[config.mk]
export PLATFORM = sky130hd
export DESIGN_NAME = branch_ckpt_queue
export DESIGN_NICKNAME = d
export VERILOG_FILES = /design/src/rtl/bcq_pkg.sv /design/src/rtl/bcq_ptr_ctrl.sv /design/src/rtl/bcq_store.sv /design/src/rtl/bcq_restore.sv /design/src/rtl/branch_ckpt_queue.sv
export SDC_FILE = /design/constraint.sdc
export NUM_CORES = 1
export LEC_CHECK = 0
export CORE_UTILIZATION = 30
export CTS_CLUSTER_DIAMETER = 150
export CTS_CLUSTER_SIZE = 24
export DETAILED_ROUTE_END_ITERATION = 8
export DONT_BUFFER_PORTS = 1
export MAX_ROUTING_LAYER = met4
export PLACE_DENSITY = 0.53
export SLEW_MARGIN = 0
export SYNTH_ARGS = -nofsm -noshare
export SYNTH_HDL_FRONTEND = slang
export SYNTH_SLANG_ARGS = --single-unit
[constraint.sdc]
create_clock -name clk -period 44.5 [get_ports clk]
set_input_delay 2.225 -clock clk [delete_from_list [all_inputs] [get_ports clk]]
set_output_delay 2.225 -clock clk [all_outputs]
set_load 0.05 [all_outputs]
[src/rtl/bcq_pkg.sv]
package bcq_pkg;
  // Effect of a resolve request on the queue
  typedef enum logic [1:0] {
    RES_NONE  = 2'd0,
    RES_FREE  = 2'd1,
    RES_FLUSH = 2'd2
  } res_act_e;
endpackage

[src/rtl/bcq_ptr_ctrl.sv]
module bcq_ptr_ctrl
  import bcq_pkg::*;
#(
  parameter int DEPTH = 4,
  parameter int TAG_W = $clog2(DEPTH),
  parameter int CNT_W = $clog2(DEPTH + 1)
) (
  input  logic             clk,
  input  logic             rst_n,
  input  logic             alloc_valid,
  output logic             alloc_ready,
  output logic             alloc_fire,
  output logic [TAG_W-1:0] tail_idx,
  output logic             full,
  input  logic             res_valid,
  input  logic [TAG_W-1:0] res_tag,
  input  logic             res_mispredict,
  output res_act_e         act
);
  logic [TAG_W-1:0] head_q;
  logic [CNT_W-1:0] count_q;
  logic [TAG_W-1:0] age_off;
  logic             tag_live;

  // Age of the resolving tag relative to the oldest slot
  assign age_off  = res_tag - head_q;
  assign tag_live = CNT_W'(age_off) < count_q;
  assign tail_idx = head_q + count_q[TAG_W-1:0];
  assign full     = (count_q == CNT_W'(DEPTH));

  assign alloc_ready = !full && !(res_valid && res_mispredict);
  assign alloc_fire  = alloc_valid && alloc_ready;

  always_comb begin
    act = RES_NONE;
    if (res_valid && tag_live) begin
      if (res_mispredict)                act = RES_FLUSH;
      else if (age_off == '0)            act = RES_FREE;
    end
  end

  always_ff @(posedge clk or negedge rst_n) begin
    if (!rst_n) begin
      head_q  <= '0;
      count_q <= '0;
    end else begin
      unique case (act)
        RES_FLUSH: count_q <= CNT_W'(age_off);
        RES_FREE: begin
          head_q  <= head_q + TAG_W'(1);
          count_q <= count_q - CNT_W'(1) + CNT_W'(alloc_fire);
        end
        default:   count_q <= count_q + CNT_W'(alloc_fire);
      endcase
    end
  end
endmodule

[src/rtl/bcq_store.sv]
module bcq_store #(
  parameter int DEPTH = 4,
  parameter int MAP_W = 192,
  parameter int TAG_W = $clog2(DEPTH)
) (
  input  logic             clk,
  input  logic             wr_en,
  input  logic [TAG_W-1:0] wr_idx,
  input  logic [MAP_W-1:0] wr_map,
  input  logic [TAG_W-1:0] rd_idx,
  output logic [MAP_W-1:0] rd_map
);
  logic [MAP_W-1:0] slot_q [DEPTH];
  logic [DEPTH-1:0] slot_we;

  for (genvar i = 0; i < DEPTH; i++) begin : g_we
    assign slot_we[i] = wr_en && (wr_idx == TAG_W'(i));
  end

  always_ff @(posedge clk) begin
    for (int i = 0; i < DEPTH; i++) begin
      if (slot_we[i]) slot_q[i] <= wr_map;
    end
  end

  assign rd_map = slot_q[rd_idx];
endmodule

[src/rtl/bcq_restore.sv]
module bcq_restore
  import bcq_pkg::*;
#(
  parameter int MAP_W = 192
) (
  input  logic             clk,
  input  logic             rst_n,
  input  res_act_e         act,
  input  logic [MAP_W-1:0] rd_map,
  output logic             restore_valid,
  output logic [MAP_W-1:0] restore_map
);
  always_ff @(posedge clk or negedge rst_n) begin
    if (!rst_n) restore_valid <= 1'b0;
    else        restore_valid <= (act == RES_FLUSH);
  end

  always_ff @(posedge clk) begin
    if (act == RES_FLUSH) restore_map <= rd_map;
  end
endmodule

[src/rtl/branch_ckpt_queue.sv]
module branch_ckpt_queue
  import bcq_pkg::*;
#(
  parameter int ARCH_REGS = 32,
  parameter int PREG_W    = 6,
  parameter int DEPTH     = 4,
  parameter int MAP_W     = ARCH_REGS * PREG_W,
  parameter int TAG_W     = $clog2(DEPTH)
) (
  input  logic             clk,
  input  logic             rst_n,
  input  logic             alloc_valid,
  output logic             alloc_ready,
  input  logic [MAP_W-1:0] alloc_map,
  output logic [TAG_W-1:0] alloc_tag,
  output logic             full,
  input  logic             res_valid,
  input  logic [TAG_W-1:0] res_tag,
  input  logic             res_mispredict,
  output logic             restore_valid,
  output logic [MAP_W-1:0] restore_map
);
  logic             alloc_fire;
  logic [TAG_W-1:0] tail_idx;
  logic [MAP_W-1:0] rd_map;
  res_act_e         act;

  assign alloc_tag = tail_idx;

  bcq_ptr_ctrl #(.DEPTH(DEPTH), .TAG_W(TAG_W)) u_ctrl (
    .clk(clk), .rst_n(rst_n),
    .alloc_valid(alloc_valid), .alloc_ready(alloc_ready),
    .alloc_fire(alloc_fire), .tail_idx(tail_idx), .full(full),
    .res_valid(res_valid), .res_tag(res_tag),
    .res_mispredict(res_mispredict), .act(act)
  );

  bcq_store #(.DEPTH(DEPTH), .MAP_W(MAP_W), .TAG_W(TAG_W)) u_store (
    .clk(clk), .wr_en(alloc_fire), .wr_idx(tail_idx), .wr_map(alloc_map),
    .rd_idx(res_tag), .rd_map(rd_map)
  );

  bcq_restore #(.MAP_W(MAP_W)) u_restore (
    .clk(clk), .rst_n(rst_n), .act(act), .rd_map(rd_map),
    .restore_valid(restore_valid), .restore_map(restore_map)
  );
endmodule

==> out/qor.csv, run 1 <==
metric,value,unit
io_pins,396,
slew_viol_final,0,
layout_common_cells,"edfxtp_1 (960), mux4_2 (192), clkbuf_16 (47)",
p_switching,0.669,mW
cts_buffer_depth,3,
gp_congestion,0.751,
cts-htree-levels,2,
p_clk_share,20.6,%
dpl.hpwl,38300,um
cts.sink_count,966,
clk_latency,620,ps
grt_pass1_wl,96500,um
rsz0062_at_grt,false,
antenna_found_initial,3,
tightestPinTransition,1050,ps
synth-adder-area-share,0.330,%
fmax,0.166,GHz
syn_to_final_growth,8.44,%
wl_per_cell,23.7,um
crit_end,u_restore.restore_map[11]$_DFFE_PN_,
cts_inserted_buffers,46,
finalHoldViolCount,0,
status,completed,
rows,123,
synthSimpleGateAreaFrac,0.308,%
first_pass_iters,4,
start_kind,primary input,
muxShareOfSynthArea,12.7,%
synth.avg_cell_area,27.3,um^2
syn-num-nets,1459,
maxCapViolCount,0,
synthesis.area,34100,um^2
cts_root_buffer,clkbuf_16,
r2r-end,u_restore.restore_map[11]$_DFFE_PN_,
cts_resized,0,
r2r-start,u_ctrl.head_q[0]$_DFFE_PN0P_,
post_cts_buffers,0,
grt_use_total,11.8,%
r2r_slack,39940,ps
vias,12500,
p_int,1.59,mW
crit_path_end_kind,flop,
placed_cell_area,35700,um^2
peakVddDrop,0.0418,mV
required,44760,ps
switching_share,29.6,%
pwr-share-seq,66.2,%
hold_class,reg -> reg,
drt_iter0_drc,653,
dieArea,115000,um^2
initial_core_util,30.3,%
setup_violations,0,
io_buffers,0,
leakage,11.0,nW
cp-startpoint,res_tag[0],
final.min_clock_period,6010,ps
dieWidth,339,um
die_h,339,um
synth_top_family_by_area,multiplexers,
drt-total-wl,66300,um
slew_headroom,29.9,%
clk_pin_slew_worst_paths,90,ps
detail-route-antenna-nets,0,
synth_warnings,0,
reg2reg_depth,10,
synth-xor-area-share,0.154,%
synth_cell_types,27,
arrival,6270,ps
synth_compound_area_share,0.183,%
ctsHoldBuffers,0,
pre_cts_ws,37830,ps
num-nets-final,1482,
final_common_cell,edfxtp_1,
critPathMaxFanout,193,
synth-seq-area-share,85.0,%
grt_pass1_vias,13400,
final_area,37000,um^2
route.detailed.drc,0,
p_per_area,61.1,nW/um^2
path_class,in -> reg,
tns,0,ps
cts_tree,done,
vias_per_cell,4.48,
core-area,113000,um^2
grt_max_degree,194,
setup_ws,38490,ps
synth_cells,1251,
fin_skew,32.1,ps
min_period_over_period,13.5,%
drive_gt1_share,20.4,%
gr-total-overflow,0,
combPwrFrac,13.2,%
ys_seq_elements,966,
per-layer routing:
metal  global-route usage (%)  part of all wire, %  vias to the layer above
met5                        -                    0                        -
met4                     2.94                  2.0                        0
met3                     4.21                  7.9                       69
met2                     19.7                   52                      278
li1                         -                    -                     5359
met1                     13.4                   38                     6798
stage by stage:
stage / power [mW] / util [%] / std cells / hold WS (ps)
detailed placement: 1.84 / 31.7 / 2726 / 522
floorplan: 1.78 / - / 1251 / 449
global route: 2.36 / 32.8 / 2792 / 561
finish: 2.26 / 32.8 / 2793 / 536
CTS: 2.30 / 32.8 / 2792 / 537
global placement: 1.82 / 31.7 / 2726 / 504
sequential cells by signal, indices dropped and copies added (netlist names):
name,cells
u_ctrl.head_q,2
u_restore.restore_valid,1
u_ctrl.count_q,3
u_restore.restore_map,192
u_store.slot_q,768
Yosys cell counts, drive strengths merged:
cell type,instances,area (um^2)
a21boi,1,7.51
a21oi,4,20.0
a221o,1,10.0
a221oi,2,17.5
and3,2,12.5
and3b,1,8.76
buf,42,433
clkbuf,1,3.75
dfrtp,6,150
edfxtp,960,28800
ha,9,113
inv,9,33.8
mux4,192,4320
nand2,2,7.51
nand3,2,10.0
nand3b,1,7.51
nor2b,4,25.0
nor3,2,10.0
nor3b,2,15.0
o21bai,1,7.51
or3b,1,8.76
xnor2,5,43.8
xor2,1,8.76
how the worst min path moves through the flow:
stage                                           start                           to  slack [ps]  cells past startpoint
after global placement    u_ctrl.count_q[2]$_DFF_PN0_  u_ctrl.count_q[2]$_DFF_PN0_         500                      1
final                     u_ctrl.count_q[2]$_DFF_PN0_  u_ctrl.count_q[2]$_DFF_PN0_         540                      1
after detailed placement  u_ctrl.count_q[2]$_DFF_PN0_  u_ctrl.count_q[2]$_DFF_PN0_         520                      1
after global routing      u_ctrl.count_q[2]$_DFF_PN0_  u_ctrl.count_q[2]$_DFF_PN0_         560                      1
after floorplan           u_ctrl.count_q[2]$_DFF_PN0_  u_ctrl.count_q[2]$_DFF_PN0_         450                      1
after CTS                 u_ctrl.count_q[2]$_DFF_PN0_  u_ctrl.count_q[2]$_DFF_PN0_         540                      1
power groups by stage:
stage / Clock (mW) / Sequential, mW / Combinational (mW)
after floorplan: 0 / 1.57 / 0.208
after global placement: 0 / 1.51 / 0.312
after detailed placement: 0 / 1.52 / 0.315
after CTS: 0.485 / 1.50 / 0.315
after global routing: 0.513 / 1.52 / 0.326
final: 0.465 / 1.50 / 0.298
worst max-delay path, cell delays in order:
cell	delay, ps
inv_1	100
ha_1	220
xnor2_1	130
xnor2_1	290
ha_1	290
a21boi_0	120
o21bai_1	250
nor2b_1	270
ha_4	650
buf_4	640
buf_4	690
logic make-up (layout without fill, tap and decap cells):
family                     after synthesis  after routing
adders and majority gates                9              9
muxes                                  192            192
xor gates and xnor gates                 6              6
AOI/OAI and AO/OA                        9              9
other                                    0              1
and+or+nand+nor                         17             17
DFF                                    966            966
buffers and inverters                   52             93
cell type report:
type                       instances  area (um^2)
clock buffer                      64         1240
sequential                       966        29000
timing repair buffer              18          135
multi-input combinational        233         4690
inverter                           9         33.8
clock inverter                     2         28.8
antenna                            1         2.50
tap                             1500         1880
fill                           10500        75700
(Power assumes the default switching activity.)
==> run 2, diff against run 1 <==
==> constraint.sdc (replaced) <==
create_clock -name clk -period 6 [get_ports clk]
set_input_delay 0.3 -clock clk [delete_from_list [all_inputs] [get_ports clk]]
set_output_delay 0.3 -clock clk [all_outputs]
set_load 0.05 [all_outputs]
==> run 2 against run 1 <==
Net effect:
- power grew to 7.5 times the previous value
- non-clock buffer count increased by 193
- global-route usage up 0.29 points
- sequential share of layout area is 4.2 points lower
==> out/qor.csv, run 2 (synthesis gave the netlist of run 1 again) <==
metric,value,unit,change
crit_family,adder cells,,was buffers and inverters
gr-total-overflow,0,,unchanged
clk_pin_slew_worst_paths,90,ps,about the same
fin_skew,14.9,ps,was 32.1 ps
grt_pass1_vias,14300,,was 13400
drt_iter0_drc,812,,was 653
io_buffers,0,,unchanged
dieArea,115000,um^2,unchanged
max_stage_delay,510,ps,was 690 ps
cts_buffer_depth,3,,unchanged
first_pass_iters,4,,unchanged
leakage,11.8,nW,was 11.0 nW
path_class,reg -> reg,,was in -> reg
pwr-share-seq,65.2,%,was 66.2%
drive_gt1_share,17.9,%,was 20.4%
p_switching,5.09,mW,was 0.669 mW
start_kind,flop,,was primary input
required,6260,ps,was 44760 ps
setup_violations,0,,unchanged
vias,13500,,was 12500
crit_path_end_kind,flop,,unchanged
final_cells,2981,,was 2793
syn_to_final_growth,14.6,%,was 8.44%
cts_root_buffer,clkbuf_16,,unchanged
final.fill_count,10400,,was 10500
grt_max_degree,170,,was 194
layout_common_cells,"edfxtp_1 (960), dlygate4sd3_1 (198), mux4_2 (192)",,"was edfxtp_1 (960), mux4_2 (192), clkbuf_16 (47)"
largest_reg_flops,768,,unchanged
cts-htree-levels,2,,unchanged
route.detailed.drc,0,,unchanged
rsz0062_at_grt,false,,unchanged
io_pins,396,,unchanged
die_h,339,um,unchanged
dieWidth,339,um,unchanged
antenna_found_initial,9,,was 3
hold_class,in -> reg,,was reg -> reg
grt_pass1_wl,99900,um,was 96500 um
wl_per_cell,22.8,um,was 23.7 um
num-nets-final,1675,,was 1482
slew_headroom,22.6,%,was 29.9%
cts_inserted_buffers,46,,unchanged
ff_latch_area,29000,um^2,unchanged
setup_ws,2290,ps,was 38490 ps
final_common_cell,edfxtp_1,,unchanged
core-area,113000,um^2,unchanged
ctsHoldBuffers,197,,was 0
dp_cells,2719,,was 2726
clk_latency,640,ps,was 620 ps
fmax,0.269,GHz,
dpl.hpwl,37700,um,was 38300 um
peakVddDrop,0.511,mV,was 0.0418 mV
tightestPinTransition,1160,ps,was 1050 ps
final.min_clock_period,3710,ps,
regMostFlops,u_store.slot_q,,unchanged
largestRegisters,"u_store.slot_q x768, u_restore.restore_map x192, u_ctrl.count_q x3",,unchanged
critPathMaxFanout,94,,was 193
drt-total-wl,68100,um,was 66300 um
p_clk_share,20.0,%,was 20.6%
maxCapViolCount,0,,unchanged
slowest_stage,ha_4,,was buf_4
crit_chain,ha_1 > xnor2_1 > xnor2_1 > ha_1 > a21boi_0 > o21bai_1 > nor2b_1 > ha_4 > buf_12,,was inv_1 > ha_1 > xnor2_1 > xnor2_1 > ha_1 > a21boi_0 > o21bai_1 > nor2b_1 > ha_4 > buf_4 > buf_4
pre_cts_ws,2310,ps,was 37830 ps
cts_tree,done,,unchanged
final_area,39100,um^2,was 37000 um^2
multiInputGateArea,4730,um^2,was 4690 um^2
switching_share,29.9,%,was 29.6%
path_buf_inv,1,,was 3
p_per_area,435,nW/um^2,was 61.1 nW/um^2
detail-route-antenna-nets,0,,unchanged
cts.sink_count,966,,unchanged
arrival,3970,ps,was 6270 ps
grt_use_total,12.0,%,was 11.8%
post_cts_buffers,0,,unchanged
finalHoldViolCount,0,,unchanged
cts_resized,0,,unchanged
gp_congestion,0.769,,was 0.751
p_int,11.9,mW,was 1.59 mW
slew_viol_final,0,,unchanged
placed_cell_area,35800,um^2,was 35700 um^2
min_period_over_period,61.9,%,
initial_core_util,30.3,%,unchanged
hold_ws,67.3,ps,was 536 ps
status,completed,,unchanged
vias_per_cell,4.51,,was 4.48
rows,123,,unchanged
combPwrFrac,14.8,%,was 13.2%
## run 2: final cells by class
type,instances,share of cell area (%)
inverter,9,0.0864
clock inverter,4,0.0864
multi-input combinational,233,12.1
antenna,6,0.0384
timing repair buffer,211,5.71
sequential,966,74.1
tap,1500,4.80
clock buffer,52,3.06
## run 2: per-stage QoR
| stage | total power [mW] | TNS [ps] | util [%] |
|---|---|---|---|
| after global routing | 17.7 | 0 | 34.7 |
| after CTS | 17.3 | 0 | 34.7 |
| after detailed placement | 13.7 | 0 | 31.8 |
| after floorplan | 12.8 | -70500 | - |
| after global placement | 13.6 | 0 | 31.8 |
| final | 17.0 | 0 | 34.7 |
## run 2: final timing paths
path | from | to | slack (ps) | cells after the start
hold reg to reg | u_ctrl.count_q[2]$_DFF_PN0_ | u_ctrl.count_q[2]$_DFF_PN0_ | 540 | 1
min in group asynchronous | rst_n | u_ctrl.count_q[2]$_DFF_PN0_ | 540 | 2
max in group asynchronous | rst_n | u_ctrl.count_q[0]$_DFF_PN0_ | 5230 | 2
setup / recovery | u_ctrl.head_q[0]$_DFFE_PN0P_ | u_restore.restore_map[69]$_DFFE_PN_ | 2290 | 9
hold / removal | res_tag[0] | u_restore.restore_map[118]$_DFFE_PN_ | 70 | 1
setup reg to reg | u_ctrl.head_q[0]$_DFFE_PN0P_ | u_restore.restore_map[69]$_DFFE_PN_ | 2290 | 9
## run 2: power by group through the flow
| stage | Clock [mW] | Sequential [mW] | Combinational (mW) |
|---|---|---|---|
| after floorplan | 0 | 11.2 | 1.59 |
| after global placement | 0 | 11.2 | 2.41 |
| after detailed placement | 0 | 11.3 | 2.43 |
| after CTS | 3.57 | 11.1 | 2.64 |
| after global routing | 3.78 | 11.2 | 2.72 |
| final | 3.40 | 11.1 | 2.51 |
## run 2: routing by layer
layer  part of all wire [%]  vias to the layer above  wire length [um]  track usage, %
met2                     52                      303             35700            20.4
li1                       -                     5755                 -               -
met1                     40                     7317             27400            14.4
met5                      0                        -                 0               -
met3                    5.6                       77              3790            3.10
met4                    1.8                        0              1260            2.77
